==> src/rtl/hdp_width_adapter.sv <==
module hdp_width_adapter #(
  parameter int STATE_MAX = 112
) (
  input  logic        clk,
  input  logic        rst_n,
  input  logic        bus16,
  input  logic        ctx_sel,
  input  logic        host_wr,
  input  logic        host_rd,
  input  logic [1:0]  host_addr,
  input  logic [15:0] host_wdata,
  output logic [15:0] host_rdata,
  output logic        host_ack,
  output logic        host_err,
  output logic        out_valid,
  output logic [7:0]  out_data,
  input  logic        out_ready,
  input  logic        in_valid,
  input  logic [7:0]  in_data,
  input  logic        in_last,
  output logic        in_ready,
  input  logic        proc_start,
  input  logic        line_tick,
  input  logic [15:0] line_target,
  output logic        line_done
);
  localparam logic [6:0] SMAX = 7'(STATE_MAX);

  typedef enum logic [1:0] {S_IDLE, S_WR, S_RD, S_ACK} st_t;
  st_t st;

  logic        bidx, need2, odd, pad_pend;
  logic [7:0]  whi, rlo, hold;
  logic [15:0] lcnt;

  wire req      = host_wr | host_rd;
  wire data_adr = (host_addr == 2'd0);
  wire wide     = bus16 & ~ctx_sel;
  wire bad      = (bus16 & host_addr[0])
                | (~bus16 & (host_addr == 2'd1))
                | (host_wr & host_addr[1])
                | (host_wr & ctx_sel & data_adr & (host_wdata[6:0] > SMAX));
  wire pad_now  = pad_pend & ~ctx_sel;
  wire rd_take  = (st == S_RD) & (pad_now | in_valid);
  wire [7:0] rd_byte = pad_now ? 8'h00 : in_data;

  assign in_ready = (st == S_RD) & ~pad_now;

  always_ff @(posedge clk or negedge rst_n) begin
    if (!rst_n) begin
      st         <= S_IDLE;
      host_ack   <= 1'b0;
      host_err   <= 1'b0;
      host_rdata <= '0;
      out_valid  <= 1'b0;
      out_data   <= '0;
      whi        <= '0;
      rlo        <= '0;
      hold       <= '0;
      bidx       <= 1'b0;
      need2      <= 1'b0;
    end else begin
      host_ack <= 1'b0;
      host_err <= 1'b0;
      case (st)
        S_IDLE: if (req) begin
          bidx  <= 1'b0;
          need2 <= wide;
          if (bad) begin
            host_err <= 1'b1;
            host_ack <= 1'b1;
            st       <= S_ACK;
          end else if (host_wr) begin
            out_valid <= 1'b1;
            out_data  <= host_wdata[7:0];
            whi       <= host_wdata[15:8];
            st        <= S_WR;
          end else if (data_adr) begin
            st <= S_RD;
          end else begin
            if (host_addr == 2'd2) begin
              host_rdata <= bus16 ? lcnt : {8'h00, lcnt[7:0]};
              hold       <= lcnt[15:8];
            end else begin
              host_rdata <= {8'h00, hold};
            end
            host_ack <= 1'b1;
            st       <= S_ACK;
          end
        end
        S_WR: if (out_ready) begin
          if (need2 && !bidx) begin
            out_data <= whi;
            bidx     <= 1'b1;
          end else begin
            out_valid <= 1'b0;
            host_ack  <= 1'b1;
            st        <= S_ACK;
          end
        end
        S_RD: if (rd_take) begin
          if (need2 && !bidx) begin
            rlo  <= rd_byte;
            bidx <= 1'b1;
          end else begin
            host_rdata <= need2 ? {rd_byte, rlo} : {8'h00, rd_byte};
            host_ack   <= 1'b1;
            st         <= S_ACK;
          end
        end
        S_ACK: st <= S_IDLE;
        default: st <= S_IDLE;
      endcase
    end
  end

  always_ff @(posedge clk or negedge rst_n) begin
    if (!rst_n) begin
      odd      <= 1'b0;
      pad_pend <= 1'b0;
    end else if (proc_start) begin
      odd      <= 1'b0;
      pad_pend <= 1'b0;
    end else if (rd_take && !ctx_sel) begin
      if (pad_now) begin
        pad_pend <= 1'b0;
      end else if (in_last) begin
        odd      <= 1'b0;
        pad_pend <= ~odd;
      end else begin
        odd <= ~odd;
      end
    end
  end

  always_ff @(posedge clk or negedge rst_n) begin
    if (!rst_n) begin
      lcnt      <= '0;
      line_done <= 1'b0;
    end else if (proc_start) begin
      lcnt      <= '0;
      line_done <= 1'b0;
    end else if (line_tick && !line_done) begin
      lcnt <= lcnt + 16'd1;
      if ((lcnt + 16'd1) == line_target) line_done <= 1'b1;
    end
  end
endmodule

==> config.mk <==
export PLATFORM = sky130hd
export DESIGN_NAME = hdp_width_adapter
export DESIGN_NICKNAME = d
export VERILOG_FILES = /design/src/rtl/hdp_width_adapter.sv
export SDC_FILE = /design/constraint.sdc
export NUM_CORES = 1
export LEC_CHECK = 0
export ABC_CLOCK_PERIOD_IN_PS = 1770
export BUFFER_PORTS_ARGS = -buffer_cell sky130_fd_sc_hd__buf_4
export CAP_MARGIN = 20
export CORE_ASPECT_RATIO = 1.1
export CORE_MARGIN = 8
export CORE_UTILIZATION = 50
export CTS_CLUSTER_DIAMETER = 120
export CTS_CLUSTER_SIZE = 25
export DETAILED_ROUTE_END_ITERATION = 8
export PLACE_DENSITY_LB_ADDON = 0.15
export SYNTH_ARGS = -nofsm -noshare
export SYNTH_HDL_FRONTEND = slang
export SYNTH_SLANG_ARGS = --single-unit
==> constraint.sdc <==
create_clock -name clk -period 1.77 [get_ports clk]
set_input_delay 0.4425 -clock clk [delete_from_list [all_inputs] [get_ports clk]]
set_output_delay 0.4425 -clock clk [all_outputs]
set_load 0.02 [all_outputs]
After elaboration in Yosys (flattened, before gate mapping)
Index checks and enable logic that the tools add are counted.
{"block": "classes", "addsub": 1, "mul": 0, "div": 0, "magnitude_cmp": 1, "eq_ne": 17, "n_shift": 0, "mux": 60, "bitwise": 22, "reduce_logical": 27}
{"cell": "16-bit 2-to-1 mux", "count": 11}
{"cell": "8-bit 2-to-1 mux", "count": 6}
{"cell": "16-bit one-hot mux with 2 select lines", "count": 1}
{"cell": "1-bit 2-to-1 mux", "count": 31}
{"cell": "2-bit != test, second input constant", "count": 11}
{"cell": "6-bit AND reduction", "count": 3}
{"cell": "16-bit by 1-bit adder with 16-bit output, second input constant", "count": 1}
{"cell": "16-bit equality test", "count": 1}
{"cell": "8-bit one-hot mux with 2 select lines", "count": 1}
{"cell": "2-bit 2-to-1 mux", "count": 6}
{"cell": "1-bit AND", "count": 10}
{"cell": "2-bit nonzero test", "count": 5}
{"cell": "2-bit one-hot mux with 4 select lines", "count": 1}
{"cell": "2-bit AND reduction", "count": 4}
{"cell": "4-bit AND reduction", "count": 2}
{"cell": "7-bit greater-than comparator, second input constant", "count": 1}
{"cell": "1-bit NOT", "count": 7}
{"cell": "7-bit AND reduction", "count": 1}
{"cell": "2-bit equality test, second input constant", "count": 3}
{"cell": "1-bit one-hot mux with 3 select lines", "count": 2}
{"cell": "3-bit AND reduction", "count": 2}
{"cell": "3-bit nonzero test", "count": 2}
{"cell": "1-bit OR", "count": 5}
{"cell": "2-bit by 1-bit equality test with 1-bit output, second input constant", "count": 2}
{"cell": "4 further kinds", "count": 9}
{"block": "totals", "register_bits": 74, "latch_bits": 0, "ramBits": 0, "romBits": 0, "in_bits": 53, "out_inout_bits": 29, "mem_count": 0}

Longest topological paths before layout
Gate-level depths: netlist of the first run.
{"block": "logic_depth", "ltp_word": 8, "depth_mapped": 8}

Worst setup path before layout of the first run
Ideal clock, no wire load.
{"block": "synth_timing", "path_type": "input port to flip-flop", "start": "in host_wdata[0]", "end": "reg host_rdata[2]", "setup_ns": 0.125, "arrival_time_ns": 1.952, "required_ns": 1.645, "setup_slack_ns": -0.307, "cell_stages": 6, "n_path_buf": 1, "path_cell_list": "nor4_4 > o21bai_1 > a22o_1 > a211oi_4 > buf_8 > mux2_4"}
{"block": "synth_via", "elab_chain_cells": 5}
{"item": "start: declaration", "line": "11", "rtl": "input logic [15:0] host_wdata,"}
{"item": "7-bit greater-than comparator", "line": "42", "rtl": "| (host_wr & ctx_sel & data_adr & (host_wdata[6:0] > SMAX));"}
{"item": "1-bit AND", "line": "42"}
{"item": "1-bit OR", "line": "42"}
{"item": "2-bit != test (no line)"}
{"item": "7-bit AND reduction (no line)"}
{"item": "end signal: assignment", "line": "82", "rtl": "host_rdata <= bus16 ? lcnt : {8'h00, lcnt[7:0]};"}
{"item": "end signal: assignment", "line": "85", "rtl": "host_rdata <= {8'h00, hold};"}
{"item": "end signal: assignment", "line": "106", "rtl": "host_rdata <= need2 ? {rd_byte, rlo} : {8'h00, rd_byte};"}
{"item": "end: declaration", "line": "12", "rtl": "output logic [15:0] host_rdata,"}
Every way passes these cells.
A chain may end at the register's enable or synchronous reset.

Worst setup path after layout of the first run
{"block": "layout_timing", "start": "reg st[0]", "end": "reg host_rdata[3]"}
{"block": "layout_via", "elab_chain_cells": 4, "word_cells_on_any_way": 12, "classes_between": "7 x eq/ne; 1 x mux; 1 x bitwise; 3 x reduce/logical"}
{"item": "start: declaration", "line": "30", "rtl": "st_t st;"}
{"item": "start signal: assignment", "line": "51", "rtl": "st <= S_IDLE;"}
{"item": "start signal: assignment", "line": "72", "rtl": "st <= S_ACK;"}
{"item": "start signal: assignment", "line": "77", "rtl": "st <= S_WR;"}
{"item": "2-bit equality test", "line": "44, 65"}
{"item": "1-bit AND", "line": "44", "rtl": "wire rd_take = (st == S_RD) & (pad_now | in_valid);"}
{"item": "2-bit != test (no line)"}
{"item": "7-bit AND reduction (no line)"}
Several ways; a longest one is shown, not always the timed one.

==> results of run 1 <==
worst min path at each step:
stage / startpoint / to / slack, ns
6_report: host_wdata[15] / whi[7]$_DFFE_PN0P_ / 0.31
5_1_grt: host_wdata[14] / whi[6]$_DFFE_PN0P_ / 0.29
4_1_cts: host_wdata[15] / whi[7]$_DFFE_PN0P_ / 0.30
3_5_place_dp: rst_n / out_data[5]$_DFFE_PN0P_ / 0.39
3_3_place_gp: rst_n / whi[7]$_DFFE_PN0P_ / 0.39
2_1_floorplan: rst_n / bidx$_DFFE_PN0P_ / 0.15
kinds of logic after synthesis:
kind of cell | after synthesis
buffers and inverters | 35
flip-flops | 74
XOR/XNOR | 39
AO/OA/AOI/OAI | 88
multiplexers | 42
AND/OR/NAND/NOR | 153
adder cells (fa/ha/maj) | 5
metal layers:
layer / global-route usage (%) / up-vias / routed length (um)
met5: 0 / - / 0
met4: 10.0 / 0 / 333
met3: 5.12 / 24 / 746
met2: 35.6 / 122 / 6230
met1: 23.5 / 1831 / 4740
li1: - / 1798 / -
sequential cells by signal, indices dropped and copies added, names as in the netlist, 2 cells and up:
register	cells
whi	8
host_rdata	16
out_data	8
st	2
lcnt	16
rlo	8
hold	8
through the flow:
stage               TNS (ns)  std cells  utilization (%)  area (um^2)  hold slack [ns]
floorplan              -2.18        436                -         4160            0.147
global placement       -5.21        667             64.6         5320            0.387
detailed placement     -5.89        667             64.6         5320            0.388
CTS                  -0.0243        686             68.4         5630            0.298
global route           -2.57        690             72.4         5960            0.288
finish                -0.445        690             72.4         5960            0.310
worst max-delay path: stages (launching register included):
cell and delay [ns]:
dfrtp_1 0.38, inv_2 0.06, buf_6 0.11, ha_4 0.19
buf_6 0.13, a211oi_4 0.33, clkbuf_16 0.21, mux2_4 0.30
repair_timing:
action | CTS | global route
cloned | 0 | 2
setup buffers | 2 | 2
endpoints found under the setup margin | 44 | 50
hold endpoints to repair | 19 | 0
pin swaps | 4 | 8
hold buffers | 1 | 0
resized for setup | 18 | 65
area by class of cell:
type | count | share of cell area [%]
repair buffers | 154 | 21.5
clock inverters | 7 | 1.36
inverters | 8 | 0.546
multi-input cells | 327 | 41.1
well taps | 111 | 2.33
clock buffers | 9 | 2.08
flip-flops and latches | 74 | 31.1
layout by cell type (no fill, tap or decap), drive strengths merged, types with 3 or more instances in the layout:
master  Yosys  routed
a32oi       8       8
nand3       8       8
a31oi       3       3
xnor2      24      24
a21oi      25      25
mux2       24      24
mux2i      18      18
o21ai      37      37
buf        12     151
nand2      49      49
inv         8      13
nand2b      9       9
nor2       48      48
nand4       7       7
nor4        4       4
xor2       15      15
nor3        9       9
nor3b       3       3
nor2b       5       5
ha          5       5
or3         3       3
clkbuf     15      11
dfrtp      74      74
power groups by stage:
stage / Sequential (mW) / Clock (mW) / Combinational, mW
2_1_floorplan: 2.82 / 0 / 1.65
3_3_place_gp: 2.51 / 0 / 3.16
3_5_place_dp: 2.53 / 0 / 3.24
4_1_cts: 2.51 / 1.42 / 3.40
5_1_grt: 2.63 / 1.50 / 4.37
6_report: 2.57 / 1.39 / 4.08
==> summary.txt, run 1 <==
Run status
  – Status: finished with violations
  – Failing checks: negative setup slack

Cells and area
  – Multi-input gate area: 2450 um^2
  – Share of layout cells above drive strength 1: around two fifths
  – # fillers: 633
  – Layout Nets: 632
  – Register area: 1850 um^2
  – Area Growth Syn to Fin: 43.7%
  – N_diodes: 0

Pwr
  – Leakage: 2.69 nW
  – Worst vdd ir: 498 uV
  – Clock power frac: ~17%
  – Sw Ratio: between 30% and 40%
  – Logic gate share of total power: 50.7%
  – Power Density: 1350 nW/um^2
  – Sequential share of power: between 30% and 40%
  – Tot Pwr: 8.05 mW
  – Internal: 4.92 mW
  – Sw power: 3.12 mW

Synthesis
  – Synth Area in Compound Gates: 13.2%
  – Area contributors post-synth: dfrtp_1 45%, mux2_2 5.4%, xnor2_1 5.1%
  – Area leader, netlist: dfrtp_1
  – Post-synthesis adder-cell area fraction: 1.51%
  – Main flop type after synthesis: dfrtp_1
  – Post-Synthesis Cells: 436
  – Post-synth EDFFs: 0
  – Yosys cell types: 50
  – #FFs+latches synth: 74
  – Synth Area in XOR/XNOR: 8.23%
  – Top cell type's share of synthesized area: around 45%
  – Largest family of logic cells by synthesized area: simple AND/OR/NAND/NOR gates
  – Synthesized area: a little over 4000 um^2
  – Sequential share of the synthesized area: 44.6%
  – Mux share of post-synthesis cell area: between 10 and 15%
  – Asr flop ratio synth: 100%
  – Area share of and/or/nand/nor cells after synthesis: 17.4%
  – Post-synth top cells: 74 x dfrtp_1, 49 x nand2_1, 48 x nor2_1
  – Avg Inst Size Synth: about 9.5 um^2
  – Syn_nets: 494
  – Most frequent cell after synthesis: dfrtp_1
  – Warnings, synthesis: 0

Setup path
  – Critical R2R Capture: host_rdata[3]$_DFFE_PN0P_
  – R2R depth: 7
  – Crit path capture: host_rdata[3]$_DFFE_PN0P_
  – Critical path arrival: 2.08 ns
  – Setup CP Type: reg2reg
  – Worst EP required: 2.01 ns
  – Worst Setup SP: st[0]$_DFFE_PN0P_
  – Reg2reg start: st[0]$_DFFE_PN0P_
  – Crit start category: flip-flop
  – Worst Path Max Fanout: 8
  – Setup slack, reg-to-reg: -0.07 ns
  – Setup crit end kind: flip-flop

Routing
  – Antenna Violating Nets Remaining: 0
  – 1st-iter DRT viols: approximately 220
  – DRC errors left: 0
  – DR vias: 3775
  – Drt total wl: 12000 um
  – WL/cell: 17.5 um
  – Drt via density: 5.47
  – 1st-pass router iterations: 4

Timing
  – Hold Vio Cnt, Final: 0
  – Final WS setup: -0.0736 ns
  – Final setup vio count: 15
  – RSZ-0062 raised after global routing: yes
  – Period minus WS final: ~1.8 ns
  – Post-Route Skew: ~0.012 ns
  – Final cycle utilization of the critical path: 104%
  – Tightest Pin Transition: 0.373 ns
  – Slew Limit Headroom: between 70% and 80%
  – Fmax: 542 MHz
  – Final Max Tran Viols: 0

Min path
  – Min-Delay Path Depth: 2
  – Worst min-delay path class: in2reg

Floorplan
  – Die extent in x: between 100 and 150 um
  – Rows: 35
  – Initial Util: 50.4%
  – Ports: 82
  – Core Area: 8230 um^2
  – DIE HEIGHT: about 110 um
  – Die Footprint: 11500 um^2

Global route
  – Antenna violations before repair: 0
  – Pin count of the biggest net entering global routing: 32
  – Global-route wire length before repair: 18800 um
  – GRT Total Usage: a little over a fifth
  – GRT overflow: 0
  – Vias in the first global route: 3977

Job
  – Max_cap viols: 0

Placed design
  – Worst slack, placed: -0.330 ns
  – Post-DP HPWL: 8740 um
  – Port Buffers: 81
  – Final GP Congestion: 0.902

CTS
  – Total CTS buffers: 9
  – CTS Sinks: 74
  – CTS tree: done
  – CTS root buffer: clkbuf_8
  – Clk slew on worst S/H paths: roughly 0.10 ns
  – Clk buf depth: 2
  – Worst skew pair latency: 0.36 ns
  – CTS H-tree lvls: 3
(Power assumes the default switching activity.)
==> run 2: changes to the inputs <==
--- a/config.mk
+++ b/config.mk
@@ -5,12 +5,14 @@
 export SDC_FILE = /design/constraint.sdc
 export NUM_CORES = 1
 export LEC_CHECK = 0
-export ABC_CLOCK_PERIOD_IN_PS = 1770
+export ABC_CLOCK_PERIOD_IN_PS = 2200
 export BUFFER_PORTS_ARGS = -buffer_cell sky130_fd_sc_hd__buf_4
 export CAP_MARGIN = 20
+export CELL_PAD_IN_SITES_DETAIL_PLACEMENT = 1
+export CELL_PAD_IN_SITES_GLOBAL_PLACEMENT = 1
 export CORE_ASPECT_RATIO = 1.1
 export CORE_MARGIN = 8
-export CORE_UTILIZATION = 50
+export CORE_UTILIZATION = 45
 export CTS_CLUSTER_DIAMETER = 120
 export CTS_CLUSTER_SIZE = 25
 export DETAILED_ROUTE_END_ITERATION = 8
==> constraint.sdc (replaced) <==
create_clock -name clk -period 2.2 [get_ports clk]
set_input_delay 0.55 -clock clk [delete_from_list [all_inputs] [get_ports clk]]
set_output_delay 0.55 -clock clk [all_outputs]
set_load 0.02 [all_outputs]
==> run 2 against run 1 <==
The flow now finishes without violations; design area shrank 13%; register-to-register slack gained 0.22 ns; critical path type is now reg2out; highest routed layer unchanged; routed wire length up 2.3%; critical endpoint is now in_ready; combinational power down 39%; non-clock buffer count decreased by 48; die area rose by 9.4%.
==> summary.txt, run 2 (synthesis results as in run 1) <==
Run status
  – Status: complete, no violations

Timing
  – Final Max Tran Viols: 0
  – Period minus WS final: 2.09 ns
  – Final WS setup: ~0.11 ns
  – Slew Limit Headroom: a little under three fifths
  – Final cycle utilization of the critical path: a little over nine tenths
  – Fin Hold WS: 0.125 ns
  – Hold Vio Cnt, Final: 0
  – Final setup vio count: 0
  – Tightest Pin Transition: 0.641 ns
  – Setup TNS Final: 0 ns
  – RSZ-0062 raised after global routing: no
  – Fmax: 479 MHz
  – Post-Route Skew: 0.0141 ns

Cells and area
  – Register area: 1850 um^2
  – Multi-input gate area: 2140 um^2
  – Layout Utilization: 58.0%
  – Non-filler cells, final: 644
  – Commonest non-fill, non-tap cells in the layout: 104 x buf_4, 74 x dfrtp_1, 49 x nand2_1, 48 x nor2_1, 37 x o21ai_0
  – Share of layout cells above drive strength 1: 28.5%
  – Biggest regs: host_rdata: 16 flops, lcnt: 16 flops
  – N_diodes: 0
  – Area Growth Syn to Fin: 24.6%
  – # fillers: 1039
  – Cell area after layout: 5170 um^2
  – Layout Nets: between 500 and 600
  – Commonest non-fill, non-tap cell in the layout: buf_4

Floorplan
  – DIE HEIGHT: 117 um
  – Initial Util: between 40% and 50%
  – Die extent in x: 108 um
  – Rows: 36
  – Core Area: 8920 um^2
  – Die Footprint: about 13000 um^2
  – Ports: 82

Global route
  – GRT overflow: 0
  – GRT Total Usage: about a fifth
  – Global-route wire length before repair: 20200 um
  – Vias in the first global route: just under 4000
  – Antenna violations before repair: 0
  – Pin count of the biggest net entering global routing: just under 50

Routing
  – DRC errors left: 0
  – WL/cell: 19.1 um
  – 1st-iter DRT viols: 193
  – 1st-pass router iterations: 4
  – Drt via density: between 5 and 6
  – Antenna Violating Nets Remaining: 0
  – Drt total wl: 12300 um
  – DR vias: 3599

Setup path
  – CP Cell Sequence: inv_1 > ha_1 > inv_1 > nor2_1 > buf_4
  – Critical path arrival: between 1.5 and 2 ns
  – Worst path buffer plus inverter count: 3
  – Worst Path Max Fanout: 4
  – Cell family with most CP delay: flip-flops
  – Most used cell along the critical path: inv_1
  – Critical Path Max Stage Delay: 0.43 ns
  – Crit start category: flip-flop
  – Setup crit end kind: primary output
  – Setup CP Type: reg2out
  – Crit-path slowest cell: dfrtp_1
  – Worst EP required: 1.65 ns

Job
  – Max_cap viols: 0

CTS
  – CTS root buffer: clkbuf_8
  – Clk buf depth: 2
  – Clk slew on worst S/H paths: 0.08 ns
  – CTS H-tree lvls: 3
  – Cts hold-fix bufs: 0
  – Post_cts resized: 0
  – Worst skew pair latency: around 0.35 ns
  – Total CTS buffers: 9
  – Setup Buffers After CTS: 0
  – CTS Sinks: 74
  – CTS tree: done

Pwr
  – Leakage: 2.37 nW
  – Tot Pwr: approximately 5.6 mW
  – Power Density: 1080 nW/um^2
  – Worst vdd ir: between 400 and 500 uV

Placed design
  – Worst slack, placed: -0.169 ns
  – Placed Area: 4990 um^2
  – Post-DP HPWL: around 9400 um
  – Placed Cells: 630
  – Port Buffers: 81
  – Final GP Congestion: just under 0.9

Min path
  – Worst min-delay path class: in2async
[run 2: cell types whose count changed in the layout (fill, tap and decap cells not counted), moves of 7 or more]
cell	delta
a21oi_1	+11
a21oi_2	-11
buf_4	-35
buf_6	-7
mux2_2	+12
mux2_4	-12
nor2_1	+12
nor2_4	-9
[run 2: area by class of cell]
class,instances,area share (%)
clock buffers,9,2.39
inverters,8,0.581
clock inverters,6,1.26
flip-flops and latches,74,35.8
well taps,114,2.76
multi-input cells,327,41.3
repair buffers,106,15.9
[run 2: metal layers]
metal  GRT usage [%]  part of all wire (%)  up-vias
met5               0                     0        -
met4            4.54                  0.73        0
met3            4.53                   4.4        9
met2            35.3                    51       69
met1            25.2                    44     1829
li1                -                     -     1692
[run 2: final timing paths]
path | slack (ns) | cells past startpoint | end | start
setup / recovery | 0.11 | 5 | in_ready | st[0]$_DFFE_PN0P_
hold / removal | 0.13 | 1 | host_ack$_DFF_PN0_ | rst_n
setup reg to reg | 0.15 | 7 | host_rdata[1]$_DFFE_PN0P_ | st[0]$_DFFE_PN0P_
hold reg to reg | 0.49 | 2 | rlo[0]$_DFFE_PN0P_ | rlo[0]$_DFFE_PN0P_
max in group asynchronous | 1.48 | 2 | lcnt[12]$_DFFE_PN0P_ | rst_n
min in group clk | 0.43 | 2 | whi[6]$_DFFE_PN0P_ | host_wdata[14]
[run 2: report_power, final]
group	leakage (nW)	switching, mW	internal, mW	total (mW)
clock	0.0959	0.539	0.522	1.06
combinational	1.32	1.37	1.11	2.48
sequential	0.958	0.266	1.78	2.05
==> run 3: changes to the inputs <==
--- a/config.mk
+++ b/config.mk
@@ -12,7 +12,7 @@
 export CELL_PAD_IN_SITES_GLOBAL_PLACEMENT = 1
 export CORE_ASPECT_RATIO = 1.1
 export CORE_MARGIN = 8
-export CORE_UTILIZATION = 45
+export CORE_UTILIZATION = 34
 export CTS_CLUSTER_DIAMETER = 120
 export CTS_CLUSTER_SIZE = 25
 export DETAILED_ROUTE_END_ITERATION = 8
==> run 3 against run 2 <==
Design area is 4.6% higher; combinational power hardly changed; cell count is 7.0% higher; largest cell class unchanged.
==> summary.txt, run 3 (synthesis results as in run 1) <==
Timing
  – Final WS setup: 0.151 ns
  – Final Max Tran Viols: 0
  – Period minus WS final: 2.05 ns
  – Setup TNS Final: 0 ns
  – Hold Vio Cnt, Final: 0
  – RSZ-0062 raised after global routing: no
  – Post-Route Skew: 0.00750 ns
  – Tightest Pin Transition: roughly 0.58 ns
  – Final cycle utilization of the critical path: 93.1%
  – Slew Limit Headroom: 61.4%
  – Fmax: 488 MHz
  – Final setup vio count: 0

Pwr
  – Worst vdd ir: roughly 550 uV
  – Power Density: 1150 nW/um^2
  – Leakage: around 2.5 nW

CTS
  – CTS Sinks: 74
  – Worst skew pair latency: 0.34 ns
  – Clk buf depth: 2
  – CTS tree: done
  – CTS root buffer: clkbuf_16
  – Total CTS buffers: 9
  – Setup Buffers After CTS: 0
  – CTS H-tree lvls: 3
  – Clk slew on worst S/H paths: 0.06 ns
  – Post_cts resized: 0
  – Cts hold-fix bufs: 0

Run status
  – Status: complete, no violations

Setup path
  – Critical R2R Capture: line_done$_DFFE_PN0P_
  – Cell family with most CP delay: simple AND/OR/NAND/NOR gates
  – R2R depth: 7
  – Crit start category: flip-flop
  – Setup crit end kind: flip-flop
  – Worst path buffer plus inverter count: 0
  – CP Cell Sequence: ha_1 > and4_1 > nor3b_1 > and3_1 > xnor2_1 > nand4_1 > o32ai_1
  – Reg2reg start: lcnt[0]$_DFFE_PN0P_
  – Setup slack, reg-to-reg: between 0.15 and 0.2 ns
  – Setup CP Type: reg2reg
  – Crit path capture: line_done$_DFFE_PN0P_
  – Worst Setup SP: lcnt[0]$_DFFE_PN0P_
  – Crit. path cell count: 7
  – Worst EP required: approximately 2.4 ns
  – Crit-path slowest cell: dfrtp_1
  – Critical Path Max Stage Delay: 0.49 ns
  – Critical path arrival: between 2 and 2.5 ns
  – Worst Path Max Fanout: 5

Routing
  – DR vias: 3510
  – DRC errors left: 0
  – Drt via density: 5.09
  – Antenna Violating Nets Remaining: 0
  – WL/cell: between 15 and 20 um
  – Drt total wl: approximately 12000 um
  – 1st-iter DRT viols: 180
  – 1st-pass router iterations: 4

Floorplan
  – Rows: 42
  – Initial Util: roughly 35%
  – Die extent in x: 121 um
  – Ports: 82
  – Core Area: 12000 um^2
  – Die Footprint: 16000 um^2
  – DIE HEIGHT: 132 um

Placed design
  – Post-DP HPWL: 9600 um
  – Placed Area: ~5100 um^2
  – Final GP Congestion: 0.824
  – Worst slack, placed: -0.145 ns
  – Port Buffers: 81

Cells and area
  – Commonest non-fill, non-tap cells in the layout: 109 x buf_4, 74 x dfrtp_1, 49 x nand2_1, 48 x nor2_1, 37 x o21ai_0
  – Share of layout cells above drive strength 1: 29.2%
  – Area Growth Syn to Fin: 30.4%
  – Biggest regs: host_rdata: 16 flops, lcnt: 16 flops
  – Cell area after layout: 5410 um^2
  – N_diodes: 0
  – Commonest non-fill, non-tap cell in the layout: buf_4
  – Layout Nets: ~600
  – # fillers: approximately 1400

Min path
  – Worst min-delay path class: in2async

Global route
  – Global-route wire length before repair: 20600 um
  – GRT overflow: 0
  – Antenna violations before repair: 0
  – Pin count of the biggest net entering global routing: 36
  – Vias in the first global route: around 4000
  – GRT Total Usage: 16.2%

Job
  – Max_cap viols: 0
==> run 3: cell count changes in the layout (fill, tap and decap cells not counted) <==
cell / delta
clkinv_2: -1
clkbuf_16: +9
inv_6: -2
clkbuf_8: -8
buf_4: +5
bufinv_16: +2
==> run 3: power by group <==
group	internal, mW	switching, mW	leakage [nW]	total, mW
Clock	1.13	0.580	0.165	1.71
Sequential	1.78	0.242	0.958	2.03
Combinational	1.12	1.38	1.34	2.49
==> run 3: worst min path at each step <==
stage | start | to | slack, ns
2_1_floorplan | rst_n | bidx$_DFFE_PN0P_ | 0.25
3_3_place_gp | rlo[0]$_DFFE_PN0P_ | rlo[0]$_DFFE_PN0P_ | 0.46
3_5_place_dp | rst_n | rlo[7]$_DFFE_PN0P_ | 0.47
4_1_cts | rst_n | host_rdata[12]$_DFFE_PN0P_ | 0.11
5_1_grt | rst_n | host_rdata[12]$_DFFE_PN0P_ | 0.13
6_report | rst_n | rlo[3]$_DFFE_PN0P_ | 0.11
==> run 3: final cells by class <==
type / instances / area (um^2) / share of cell area, %
clock buffers: 10 / 239 / 4.42
multi-input cells: 327 / 2140 / 39.5
flip-flops and latches: 74 / 1850 / 34.2
inverters: 8 / 30.0 / 0.555
repair buffers: 111 / 858 / 15.9
well taps: 154 / 193 / 3.56
clock inverters: 5 / 103 / 1.90
==> run 3: metal layers <==
| layer | GRT usage [%] | share of wire, % | vias to the layer above |
|---|---|---|---|
| met3 | 3.30 | 3.5 | 20 |
| met5 | 0 | 0 | - |
| met2 | 26.9 | 49 | 73 |
| met1 | 19.9 | 45 | 1709 |
| li1 | - | - | 1708 |
| met4 | 6.66 | 2.4 | 0 |
==> run 3: through the flow <==
step / hold WS, ns / std cells / util (%) / power (mW)
after detailed placement: 0.471 / 674 / 42.3 / 4.57
final: 0.112 / 689 / 45.2 / 6.23
after CTS: 0.108 / 689 / 45.2 / 6.31
after floorplan: 0.254 / 436 / - / 3.59
after global routing: 0.127 / 689 / 45.2 / 6.62
after global placement: 0.463 / 674 / 42.3 / 4.48
